### src/rtl/flash_seq.sv
module flash_seq #(
  parameter int DATA_W    = 8,
  parameter int BLK_W     = 2,
  parameter int NUM_BLK   = 11,
  parameter int ADDR_W    = 6,
  parameter int PROG_MAX  = 25,
  parameter int ERASE_MAX = 1000
) (
  input  logic              clk,
  input  logic              rst_n,
  input  logic              req_start,
  input  logic              req_erase,
  input  logic [ADDR_W-1:0] req_addr,
  input  logic [DATA_W-1:0] req_data,
  input  logic              vpp_ok,
  input  logic              rp_hv,
  input  logic              wp_hi,
  input  logic              boot_top,
  input  logic              sts_clr,
  input  logic              ers_suspend,
  input  logic              ers_resume,
  output logic [7:0]        status,
  output logic              arr_prog,
  output logic              arr_erase,
  output logic              arr_vfy,
  output logic [ADDR_W-1:0] arr_addr,
  output logic [DATA_W-1:0] arr_data,
  input  logic              arr_ok
);

  localparam int CNT_W = $clog2(ERASE_MAX + 1);
  localparam int BIX_W = ADDR_W - BLK_W;
  localparam logic [CNT_W-1:0] P_CAP = CNT_W'(PROG_MAX);
  localparam logic [CNT_W-1:0] E_CAP = CNT_W'(ERASE_MAX);

  typedef enum logic [2:0] {S_IDLE, S_PPUL, S_PVFY, S_EPUL, S_EVFY, S_SUSP} st_t;

  st_t               state;
  logic [CNT_W-1:0]  cnt;
  logic [ADDR_W-1:0] cur_addr;
  logic [DATA_W-1:0] cur_data;
  logic              pre, sus_pend;
  logic              vpp_err, prg_err, ers_err;

  wire [BIX_W-1:0] blk      = req_addr[ADDR_W-1:BLK_W];
  wire [BIX_W-1:0] boot_blk = boot_top ? BIX_W'(NUM_BLK - 1) : '0;
  wire             in_range = blk < BIX_W'(NUM_BLK);
  wire             unlocked = (blk != boot_blk) || rp_hv || wp_hi;
  wire             last_cell = &cur_addr[BLK_W-1:0];
  wire             erasing  = pre && (state inside {S_PPUL, S_PVFY, S_EPUL, S_EVFY});

  assign status    = {(state == S_IDLE) || (state == S_SUSP), state == S_SUSP,
                      ers_err, prg_err, vpp_err, 3'b000};
  assign arr_prog  = state == S_PPUL;
  assign arr_erase = state == S_EPUL;
  assign arr_vfy   = (state == S_PVFY) || (state == S_EVFY);
  assign arr_addr  = cur_addr;
  assign arr_data  = cur_data;

  always_ff @(posedge clk or negedge rst_n) begin
    if (!rst_n) begin
      state    <= S_IDLE;
      cnt      <= '0;
      cur_addr <= '0;
      cur_data <= '0;
      pre      <= 1'b0;
      sus_pend <= 1'b0;
      vpp_err  <= 1'b0;
      prg_err  <= 1'b0;
      ers_err  <= 1'b0;
    end else begin
      if (sts_clr) begin
        vpp_err <= 1'b0;
        prg_err <= 1'b0;
        ers_err <= 1'b0;
      end
      if (ers_suspend && erasing) sus_pend <= 1'b1;
      case (state)
        S_IDLE: if (req_start) begin
          if (!vpp_ok) vpp_err <= 1'b1;
          else if (!in_range || !unlocked) begin
            if (req_erase) ers_err <= 1'b1;
            else           prg_err <= 1'b1;
          end else begin
            cnt      <= '0;
            pre      <= req_erase;
            sus_pend <= 1'b0;
            cur_addr <= req_erase ? {blk, BLK_W'(0)} : req_addr;
            cur_data <= req_erase ? '0 : req_data;
            state    <= S_PPUL;
          end
        end
        S_PPUL: begin
          cnt   <= cnt + 1'b1;
          state <= S_PVFY;
        end
        S_PVFY: begin
          if (arr_ok) begin
            cnt <= '0;
            if (!pre)           state <= S_IDLE;
            else if (last_cell) state <= S_EPUL;
            else begin
              cur_addr <= cur_addr + 1'b1;
              state    <= S_PPUL;
            end
          end else if (cnt >= P_CAP) begin
            if (pre) ers_err <= 1'b1;
            else     prg_err <= 1'b1;
            sus_pend <= 1'b0;
            state    <= S_IDLE;
          end else state <= S_PPUL;
        end
        S_EPUL: begin
          cnt   <= cnt + 1'b1;
          state <= S_EVFY;
        end
        S_EVFY: begin
          if (arr_ok) begin
            sus_pend <= 1'b0;
            state    <= S_IDLE;
          end else if (cnt >= E_CAP) begin
            ers_err  <= 1'b1;
            sus_pend <= 1'b0;
            state    <= S_IDLE;
          end else if (sus_pend || ers_suspend) begin
            sus_pend <= 1'b0;
            state    <= S_SUSP;
          end else state <= S_EPUL;
        end
        S_SUSP: if (ers_resume) state <= S_EPUL;
        default: state <= S_IDLE;
      endcase
    end
  end

  a_r4_verify_follows: assert property (@(posedge clk) disable iff (!rst_n)
    arr_prog |=> arr_vfy);
  a_r5_prog_cap: assert property (@(posedge clk) disable iff (!rst_n)
    arr_prog |-> cnt < P_CAP);
  a_r7_erase_cap: assert property (@(posedge clk) disable iff (!rst_n)
    arr_erase |-> cnt < E_CAP);
  a_r2_vpp_flag: assert property (@(posedge clk) disable iff (!rst_n)
    (status[7] && !status[6] && req_start && !vpp_ok && !sts_clr) |=> (status[3] && status[7]));
  a_r9_sticky: assert property (@(posedge clk) disable iff (!rst_n)
    (status[4] && !sts_clr) |=> status[4]);
  a_r11_susp_after_vfy: assert property (@(posedge clk) disable iff (!rst_n)
    $rose(status[6]) |-> $past(arr_vfy));

endmodule

### config.mk
export PLATFORM = sky130hd
export DESIGN_NAME = flash_seq
export DESIGN_NICKNAME = d
export VERILOG_FILES = /design/src/rtl/flash_seq.sv
export SDC_FILE = /design/constraint.sdc
export NUM_CORES = 1
export LEC_CHECK = 0
export ABC_AREA = 1
export BUFFER_PORTS_ARGS = -buffer_cell sky130_fd_sc_hd__buf_4
export CORE_ASPECT_RATIO = 0.5
export CORE_UTILIZATION = 53
export CTS_CLUSTER_DIAMETER = 150
export DETAILED_ROUTE_END_ITERATION = 12
export PLACE_DENSITY = 0.8
export SYNTH_ARGS = -nofsm -noshare
export SYNTH_HDL_FRONTEND = slang
export SYNTH_SLANG_ARGS = --single-unit
### constraint.sdc
create_clock -name clk -period 1.9 [get_ports clk]
set_input_delay 0 -clock clk [delete_from_list [all_inputs] [get_ports clk]]
set_output_delay 0 -clock clk [all_outputs]
set_load 0.1 [all_outputs]
==> results.md, run 1 <==
Run status:
- The run finished with clean final reports.

Clock network:
- TritonCTS built the clock tree.
- The number of buffers on the longest clock path is 2.
- After clock tree synthesis, the clock-pin slew on the worst setup and hold paths is 0.07 ns.
- The later pin in the worst-skew pair is clocked with a latency of 0.28 ns.
- The clock sink count is 32.
- The CTS buffer count is 5.
- The tree is rooted in a sky130_fd_sc_hd__clkbuf_8.
- The number of gates given a new drive strength after cts is 0.
- The number of levels the H-tree was split into is 2.

Place:
- Once placement finished, the instance area stood at 2350 um2.
- The worst setup slack after placement is 0.3437 ns.
- The HPWL after detailed placement is 3.233 mm.
- Buffers placed on the I/O ports in this run total 47.
- The placer congestion estimate is 0.8949.

Synthesis:
- After synthesis the cells add up to 1991 um2.
- After synthesis the netlist holds a flip-flop and latch count of 32.
- After synthesis, the share of flip-flops with an asynchronous set or reset is 1.000.
- The synthesized design contains 0 enable-type register cells.
- The leading area contributor after synthesis is sky130_fd_sc_hd__dfrtp_1.
- The area share of the leading cell type in the synthesized netlist is 0.4023.
- Sorting the synthesized cells by area gives the leading types as sky130_fd_sc_hd__dfrtp_1 (40%), sky130_fd_sc_hd__nand2_1 (20%), sky130_fd_sc_hd__nand3_1 (7.8%).
- The post-synthesis instance total is 282.
- The dominant synthesized flop cell is sky130_fd_sc_hd__dfrtp_1.
- The fraction of the yosys area taken by sequential cells is 0.4023.
- In this run the mean area of a mapped cell was 7.059 um2.
- Yosys printed 0 warnings.
- The count of cell types in the netlist is 32.

Floorplan:
- The area inside the core boundary is 3510 um2.
- The overall die area is 4020 um2.
- The horizontal extent of the die is 88.67 um.
- The die extent in y is 45.34 um.
- The starting density of the core is 0.5672.
- In this run the core area contains 15 standard-cell rows.
- The top-level I/O count is 51.

Cells and area:
- The top cell types in the final layout, fill and taps aside, are sky130_fd_sc_hd__nand2_1 (105), sky130_fd_sc_hd__buf_4 (48), sky130_fd_sc_hd__nand3_1 (31), sky130_fd_sc_hd__dfrtp_1 (31), sky130_fd_sc_hd__inv_1 (28).
- The post-route cell area is 2576 um2.
- In the final layout, the share of cells above drive strength 1 is 0.2118.
- In the final design database the tool counted 370 nets.
- The sequential cells in the finished layout cover a total of 802.0 um2.
- 0 antenna diodes ended up in the layout.
- The filler cells instantiated in the layout total 267.
- The layout overhead on the synthesized area is 29.42%.
- The most common cell after layout, fill and taps aside is sky130_fd_sc_hd__nand2_1.
- The multi-input gate area in the final layout is 996.0 um2.

Power and ir drop:
- The worst-case vdd ir drop is 0.7346 mV.
- The leakage power is 1.402 nW.
- Power spread over the standard cell area amounts to 1932 nW/um2.

Job:
- The number of max-cap violations is 0.

Setup path:
- STA puts the critical path data arrival time at 1.68 ns.
- The kind of cell adding the most delay to the critical path is buffers and inverters.
- STA classifies the critical path endpoint as an output pin.
- STA classifies the critical path startpoint as a flip-flop.
- The number of cells on the worst reg-to-reg path is 9.
- The critical path's largest stage delay is 0.44 ns.
- The slowest stage of the critical path is the sky130_fd_sc_hd__dfrtp_1 cell.
- In this run the worst path has a maximum fanout of 12.
- The type of the worst setup path is flip-flop to output pin.
- The data required time at the worst endpoint is 1.90 ns.
- Counting both buffers and inverters, the worst setup path holds a total of 3.
- The critical path goes through nor2_4 > inv_2 > nor2_4 > inv_2 > nand2_1 > buf_4.
- The reg-to-reg critical path endpoint is arr_addr[2].
- The reg2reg setup slack is 0.27 ns.
- The worst reg2reg path startpoint is state[2].
- The critical path crosses 6 cells after its start point.

STA:
- The worst-case setup margin in the final layout is 0.2166 ns.
- The worst path needs 1.683 ns of the cycle, external delays included.
- The final number of hold-violating endpoints is 0.
- Dividing the final minimum period by the clock period gives 0.8860.
- Setup repair after global routing left no endpoint under its margin.
- The total negative slack for setup checks is 0 ns.
- The count of pins over their slew limit is 0.
- The final hold slack is 0.02021 ns.
- The maximum operating frequency is 594.0 MHz.
- The total of endpoints with negative setup slack in the final report is 0.
- The post-route clock skew is 0.006316 ns.

Global route:
- The number of global-route vias before repair is 1747.
- Entering global routing, the biggest net connects 33 pins.
- The number of antenna violations at the first check in global routing is 0.
- The first global-routing pass estimated 7.672 mm of wire.
- The combined global-route utilization of all metal layers is 0.2558.
- The total overflow reported by the global router is 0.

Drt:
- For this block, the initial DRC count from the detailed router was 87.
- For this run, design rule violations remaining after detail routing come to 0.
- The routed layout has 1979 vias.
- The post-detailed-route wirelength per cell is 12.08 um.
- The first-pass iteration count of the detailed router is 5.
- The mean number of vias per cell is 5.061.
- The number of routed nets with antenna violations is 0.
- The total detailed-routing wirelength is 4.724 mm.

Hold path:
- The number of cells traversed by the worst hold path is 4.
- The hold path startpoint is req_erase.
- The type of the most critical hold path is input port to flip-flop.
- The sink of the worst hold path is arr_data[6].
-- report_power, final --
group          switching [mW]  internal (mW)
registers               0.244          0.909
logic                    2.41          0.699
clock network           0.253          0.463
-- sequential cells by signal, indices dropped and copies added, names as in the netlist --
| register | flops |
|---|---|
| cnt | 10 |
| arr_data | 8 |
| vpp_err | 1 |
| ers_err | 1 |
| pre | 1 |
| prg_err | 1 |
| state | 3 |
| sus_pend | 1 |
| arr_addr | 6 |
-- tightest hold or removal path: stages --
cell and delay [ns]:
sky130_fd_sc_hd__buf_4 0.09, sky130_fd_sc_hd__nor2_2 0.07, sky130_fd_sc_hd__nand2_1 0.07, sky130_fd_sc_hd__nand2_1 0.04
-- synthesized netlist by cell type (2+ instances only) --
cell type / instances
sky130_fd_sc_hd__o21ai_0: 8
sky130_fd_sc_hd__o21bai_1: 2
sky130_fd_sc_hd__nand2_4: 2
sky130_fd_sc_hd__inv_1: 28
sky130_fd_sc_hd__o21ai_1: 2
sky130_fd_sc_hd__nor2_1: 20
sky130_fd_sc_hd__inv_2: 5
sky130_fd_sc_hd__a21oi_1: 6
sky130_fd_sc_hd__buf_2: 2
sky130_fd_sc_hd__nand2_1: 105
sky130_fd_sc_hd__nand4_1: 6
sky130_fd_sc_hd__buf_4: 7
sky130_fd_sc_hd__nor2_4: 2
sky130_fd_sc_hd__nor3_1: 2
sky130_fd_sc_hd__nand3_1: 31
sky130_fd_sc_hd__o221ai_1: 2
sky130_fd_sc_hd__or2_2: 2
sky130_fd_sc_hd__ha_1: 5
sky130_fd_sc_hd__dfrtp_1: 32
-- worst max-delay path by stage --
| stage | startpoint | end | slack (ns) |
|---|---|---|---|
| after floorplan | arr_addr[1] | arr_addr[2] | 0.009 |
| after global placement | state[2] | arr_addr[1] | 0.42 |
| after detailed placement | state[2] | arr_addr[2] | 0.34 |
| after CTS | state[2] | arr_vfy | 0.22 |
| after global routing | state[2] | arr_vfy | 0.13 |
| final | state[2] | arr_vfy | 0.22 |
-- per-stage QoR --
stage / total power, mW / instances / utilization
after floorplan: 3.653 / 284 / -
after global placement: 4.174 / 373 / 0.6695
after detailed placement: 4.219 / 373 / 0.6695
after CTS: 4.977 / 391 / 0.7340
after global routing: 5.242 / 391 / 0.7340
final: 4.976 / 391 / 0.7340
-- metal layers --
metal,vias up,share of wire,GRT usage
met5,-,0,0
met4,0,0.0072,0.06129
met3,7,0.054,0.05667
met2,58,0.50,0.4615
met1,913,0.44,0.3195
li1,1001,-,-
-- cell type report --
type | instances | share of cell area
Clock buffer | 7 | 0.03740
Clock inverter | 1 | 0.01166
Inverter | 34 | 0.04954
Multi-Input combinational cell | 208 | 0.3866
Sequential cell | 32 | 0.3113
Tap cell | 51 | 0.02477
Timing Repair Buffer | 58 | 0.1787
-- what timing repair did --
| item | CTS | global route |
|---|---|---|
| hold buffers | 10 | 0 |
| hold endpoints to repair | 41 | 0 |
| setup buffers | 0 | 0 |
-- cell families (layout without fill, tap and decap cells) --
group | count (synthesis) | count (layout) | share of synthesized area
xor+xnor | 2 | 2 | 0.008801
fa+ha+maj | 5 | 5 | 0.03143
buf+inv | 44 | 100 | 0.1012
simple gates | 173 | 173 | 0.3765
flops | 32 | 32 | 0.4023
other cells | 1 | 3 | 0.001884
compound gates | 25 | 25 | 0.07794
No activity file was read; power rests on OpenSTA's default activity.
==> inputs of run 2 (changes only) <==
Settings changed: CELL_PAD_IN_SITES_DETAIL_PLACEMENT from default to 0, CELL_PAD_IN_SITES_GLOBAL_PLACEMENT from default to 1, CORE_UTILIZATION 53 to 37, PLACE_DENSITY 0.8 to default, PLACE_DENSITY_LB_ADDON from default to 0.1, SETUP_SLACK_MARGIN from default to 0.2.
==> results.md, run 2 (synthesis results as in run 1) <==
Clock network:
- The later-pin clock latency in the skew report is 0.29 ns (was 0.28 ns).
- The TritonCTS clock tree is built (unchanged).
- The clock transition at the registers of the reported paths came to 0.09 ns (was 0.07 ns).
- The CTS buffer count is 5 (unchanged).
- The clock tree root buffer cell is sky130_fd_sc_hd__clkbuf_8 (unchanged).
- The number of levels the H-tree was split into was 2 (unchanged).
- The number of buffers on the longest clock path is 2 (unchanged).
- The clock sink count is 32 (unchanged).

STA:
- The post-route clock skew is 0.01995 ns (was 0.006316 ns).
- Setup repair after global routing missed its margin: false (unchanged).
- The period utilization is 0.8214 (was 0.8860).
- The maximum operating frequency came to 640.8 MHz (was 594.0 MHz).
- The total negative slack for setup checks is 0 ns (unchanged).
- The total of endpoints with negative setup slack in the final report is 0 (unchanged).
- The shortest period the worst path allows is 1.561 ns (was 1.683 ns).
- The final number of hold-violating endpoints was 0 (unchanged).
- The count of pins over their slew limit is 0 (unchanged).

Hold path:
- The type of the most critical hold path is input port to flip-flop (unchanged).
- The number of cells traversed by the worst hold path was 4 (unchanged).
- The sink of the worst hold path is state[0] (was arr_data[6]).
- The hold path startpoint is ers_resume (was req_erase).

Drt:
- The number of routed nets with antenna violations was 0 (unchanged).
- The routed via count came to 1912 (was 1979).
- The total detailed-routing wirelength is 4.815 mm (was 4.724 mm).
- The post-detailed-route wirelength per cell was 11.69 um (was 12.08 um).
- The count of unresolved DRC violations after routing is 0 (unchanged).
- The detailed-routing wirelength on met1 came to 2.406 mm (was 2.089 mm).
- The mean number of vias per cell is 4.641 (was 5.061).
- The top routing layer in use is met4 (unchanged).
- The met3 layer wire length in the routed design is 231 um (was 256 um).
- The first-pass iteration count of the detailed router is 4 (was 5).
- The number of DRC markers after the initial detailed-route iteration is 57 (was 87).
- The length of routed met2 wiring is 2.172 mm (was 2.344 mm).

Setup path:
- The worst reg2reg path startpoint is state[2] (unchanged).
- The number of cells on the worst reg-to-reg path is 7 (was 9).
- The largest fanout of any net on the critical path is 8 (was 12).
- The critical path capture point type was an output pin (unchanged).
- The reg-to-reg critical path endpoint is arr_data[5] (was arr_addr[2]).
- The data arrival time of the worst path is 1.56 ns (was 1.68 ns).
- The type of the worst setup path is flip-flop to output pin (unchanged).
- The kind of start point of the critical path is a flip-flop (unchanged).
- The data required time at the worst endpoint came to 1.90 ns (about the same).
- The reg2reg setup slack is 0.38 ns (was 0.27 ns).

Run status:
- Result of the run: complete, no violations (unchanged).

Cells and area:
- The net count of the finished layout is 372 (was 370).
- The fraction of final layout cells with drive strength greater than 1 is 0.2281 (was 0.2118).
- The layout overhead on the synthesized area is 30.61% (was 29.42%).
- The number of antenna repair diodes is 0 (unchanged).
- The number of fill cells is 519 (was 267).
- The number of flip-flops in the largest register is 10 (unchanged).
- The most common cell after layout, fill and taps aside is sky130_fd_sc_hd__nand2_1 (unchanged).
- Highest-count cells in the layout ignoring fill and taps: sky130_fd_sc_hd__nand2_1 (104), sky130_fd_sc_hd__buf_4 (50), sky130_fd_sc_hd__nand3_1 (31) (was sky130_fd_sc_hd__nand2_1 (105), sky130_fd_sc_hd__buf_4 (48), sky130_fd_sc_hd__nand3_1 (31), sky130_fd_sc_hd__dfrtp_1 (31), sky130_fd_sc_hd__inv_1 (28)).
- The register with the highest flop count is cnt (unchanged).

Place:
- The HPWL after detailed placement is 3.477 mm (was 3.233 mm).
- The port buffer count is 47 (unchanged).
- The placer congestion estimate was 0.7675 (was 0.8949).

Global route:
- The number of antenna violations at the first check in global routing is 0 (unchanged).
- The wire length of the first global-routing pass is 7.810 mm (was 7.672 mm).
- The number of global-route vias before repair came to 1738 (was 1747).
- The pin count of the biggest net entering global routing is 33 (unchanged).
- The total overflow reported by the global router was 0 (unchanged).
- The combined global-route utilization of all metal layers is 0.1765 (was 0.2558).

Power and ir drop:
- The overall power consumption was 4.871 mW (was 4.976 mW).
- The worst-case vdd ir drop came to 1.236 mV (was 0.7346 mV).
- The share of total power in the clock network came to 0.122 (was 0.144).
- The leakage power is 1.399 nW (was 1.402 nW).
- The sequential group share of total power is 0.237 (was 0.232).
- The net switching share of the total power was 0.5954 (was 0.5839).
- The net switching component of the power is 2.900 mW (was 2.906 mW).
- The internal power is 1.971 mW (was 2.071 mW).
- The power per standard cell area is 1873 nW/um2 (was 1932 nW/um2).
- The portion of total power attributed to combinational logic came to 0.641 (was 0.624).

Floorplan:
- The number of standard-cell rows in the floorplan came to 18 (was 15).
- The overall die area was 5695 um2 (was 4020 um2).
- The die extent in y is 53.87 um (was 45.34 um).
- The top-level I/O count came to 51 (unchanged).
- The horizontal extent of the die is 105.7 um (was 88.67 um).
- The starting density of the core is 0.3946 (was 0.5672).
- The area inside the core boundary is 5045 um2 (was 3510 um2).

Job:
- The number of max-cap violations is 0 (unchanged).
run 2: changes by cell type in the layout (fill, tap and decap cells not counted), sizes merged:
cell | before | now
bufinv | 1 | 0
clkbuf | 7 | 8
buf | 48 | 50
run 2: per-stage QoR:
step                utilization  setup WS (ns)  cell area, um2  hold slack [ns]  cells
finish                   0.5154         0.3394            2600          0.01370    412
global route             0.5154         0.2199            2600          0.03079    412
CTS                      0.5114         0.2134            2580         0.006522    410
detailed placement       0.4717         0.3582            2380         -0.02283    392
global placement         0.4717         0.3470            2380         -0.02504    392
floorplan                     -        0.05566            2006          -0.2956    284
run 2: power by group through the flow:
stage | clock network, mW | logic, mW | registers (mW)
3_3_place_gp | 0 | 3.09 | 1.15
3_5_place_dp | 0 | 3.09 | 1.16
6_report | 0.594 | 3.12 | 1.15
4_1_cts | 0.621 | 3.12 | 1.15
5_1_grt | 0.644 | 3.34 | 1.19
2_1_floorplan | 0 | 1.64 | 2.03
run 2: worst max path at each step:
stage             start     endpoint  slack (ns)  cells past startpoint
5_1_grt        state[2]  arr_data[3]        0.22                      7
6_report       state[2]      arr_vfy        0.34                      6
4_1_cts        state[2]      arr_vfy        0.21                      6
3_3_place_gp   state[2]  arr_addr[5]        0.35                      9
3_5_place_dp   state[2]  arr_addr[5]        0.36                      9
2_1_floorplan  state[2]    arr_erase        0.06                      3
run 2: routing by layer:
layer | global-route usage | up-vias
met5 | 0 | -
met4 | 0.03009 | 0
met3 | 0.05085 | 2
met2 | 0.3039 | 32
met1 | 0.2284 | 876
li1 | - | 1002
run 2: what timing repair did:
| action | 4_1_cts | 5_1_grt |
|---|---|---|
| endpoints found under the setup margin | 0 | 5 |
| setup buffers | 0 | 2 |
| hold buffers | 10 | 0 |
| resized for setup | 0 | 1 |
| endpoints found under the hold margin | 41 | 0 |
run 2: worst max-delay path: stages, from the launching register on:
cell	delay, ns
sky130_fd_sc_hd__dfrtp_1	0.45
sky130_fd_sc_hd__nor2_4	0.15
sky130_fd_sc_hd__inv_2	0.07
sky130_fd_sc_hd__nor2_4	0.15
sky130_fd_sc_hd__inv_2	0.10
sky130_fd_sc_hd__nand2_1	0.07
sky130_fd_sc_hd__buf_4	0.28
run 2: layout make-up:
cell class              instances  area (um2)  area share
well taps                      70       87.58     0.03369
flip-flops and latches         32       805.8      0.3099
clock buffers                   8       100.1     0.03850
repair buffers                 60       475.5      0.1829
multi-input cells             208        1003      0.3859
inverters                      34       127.6     0.04909
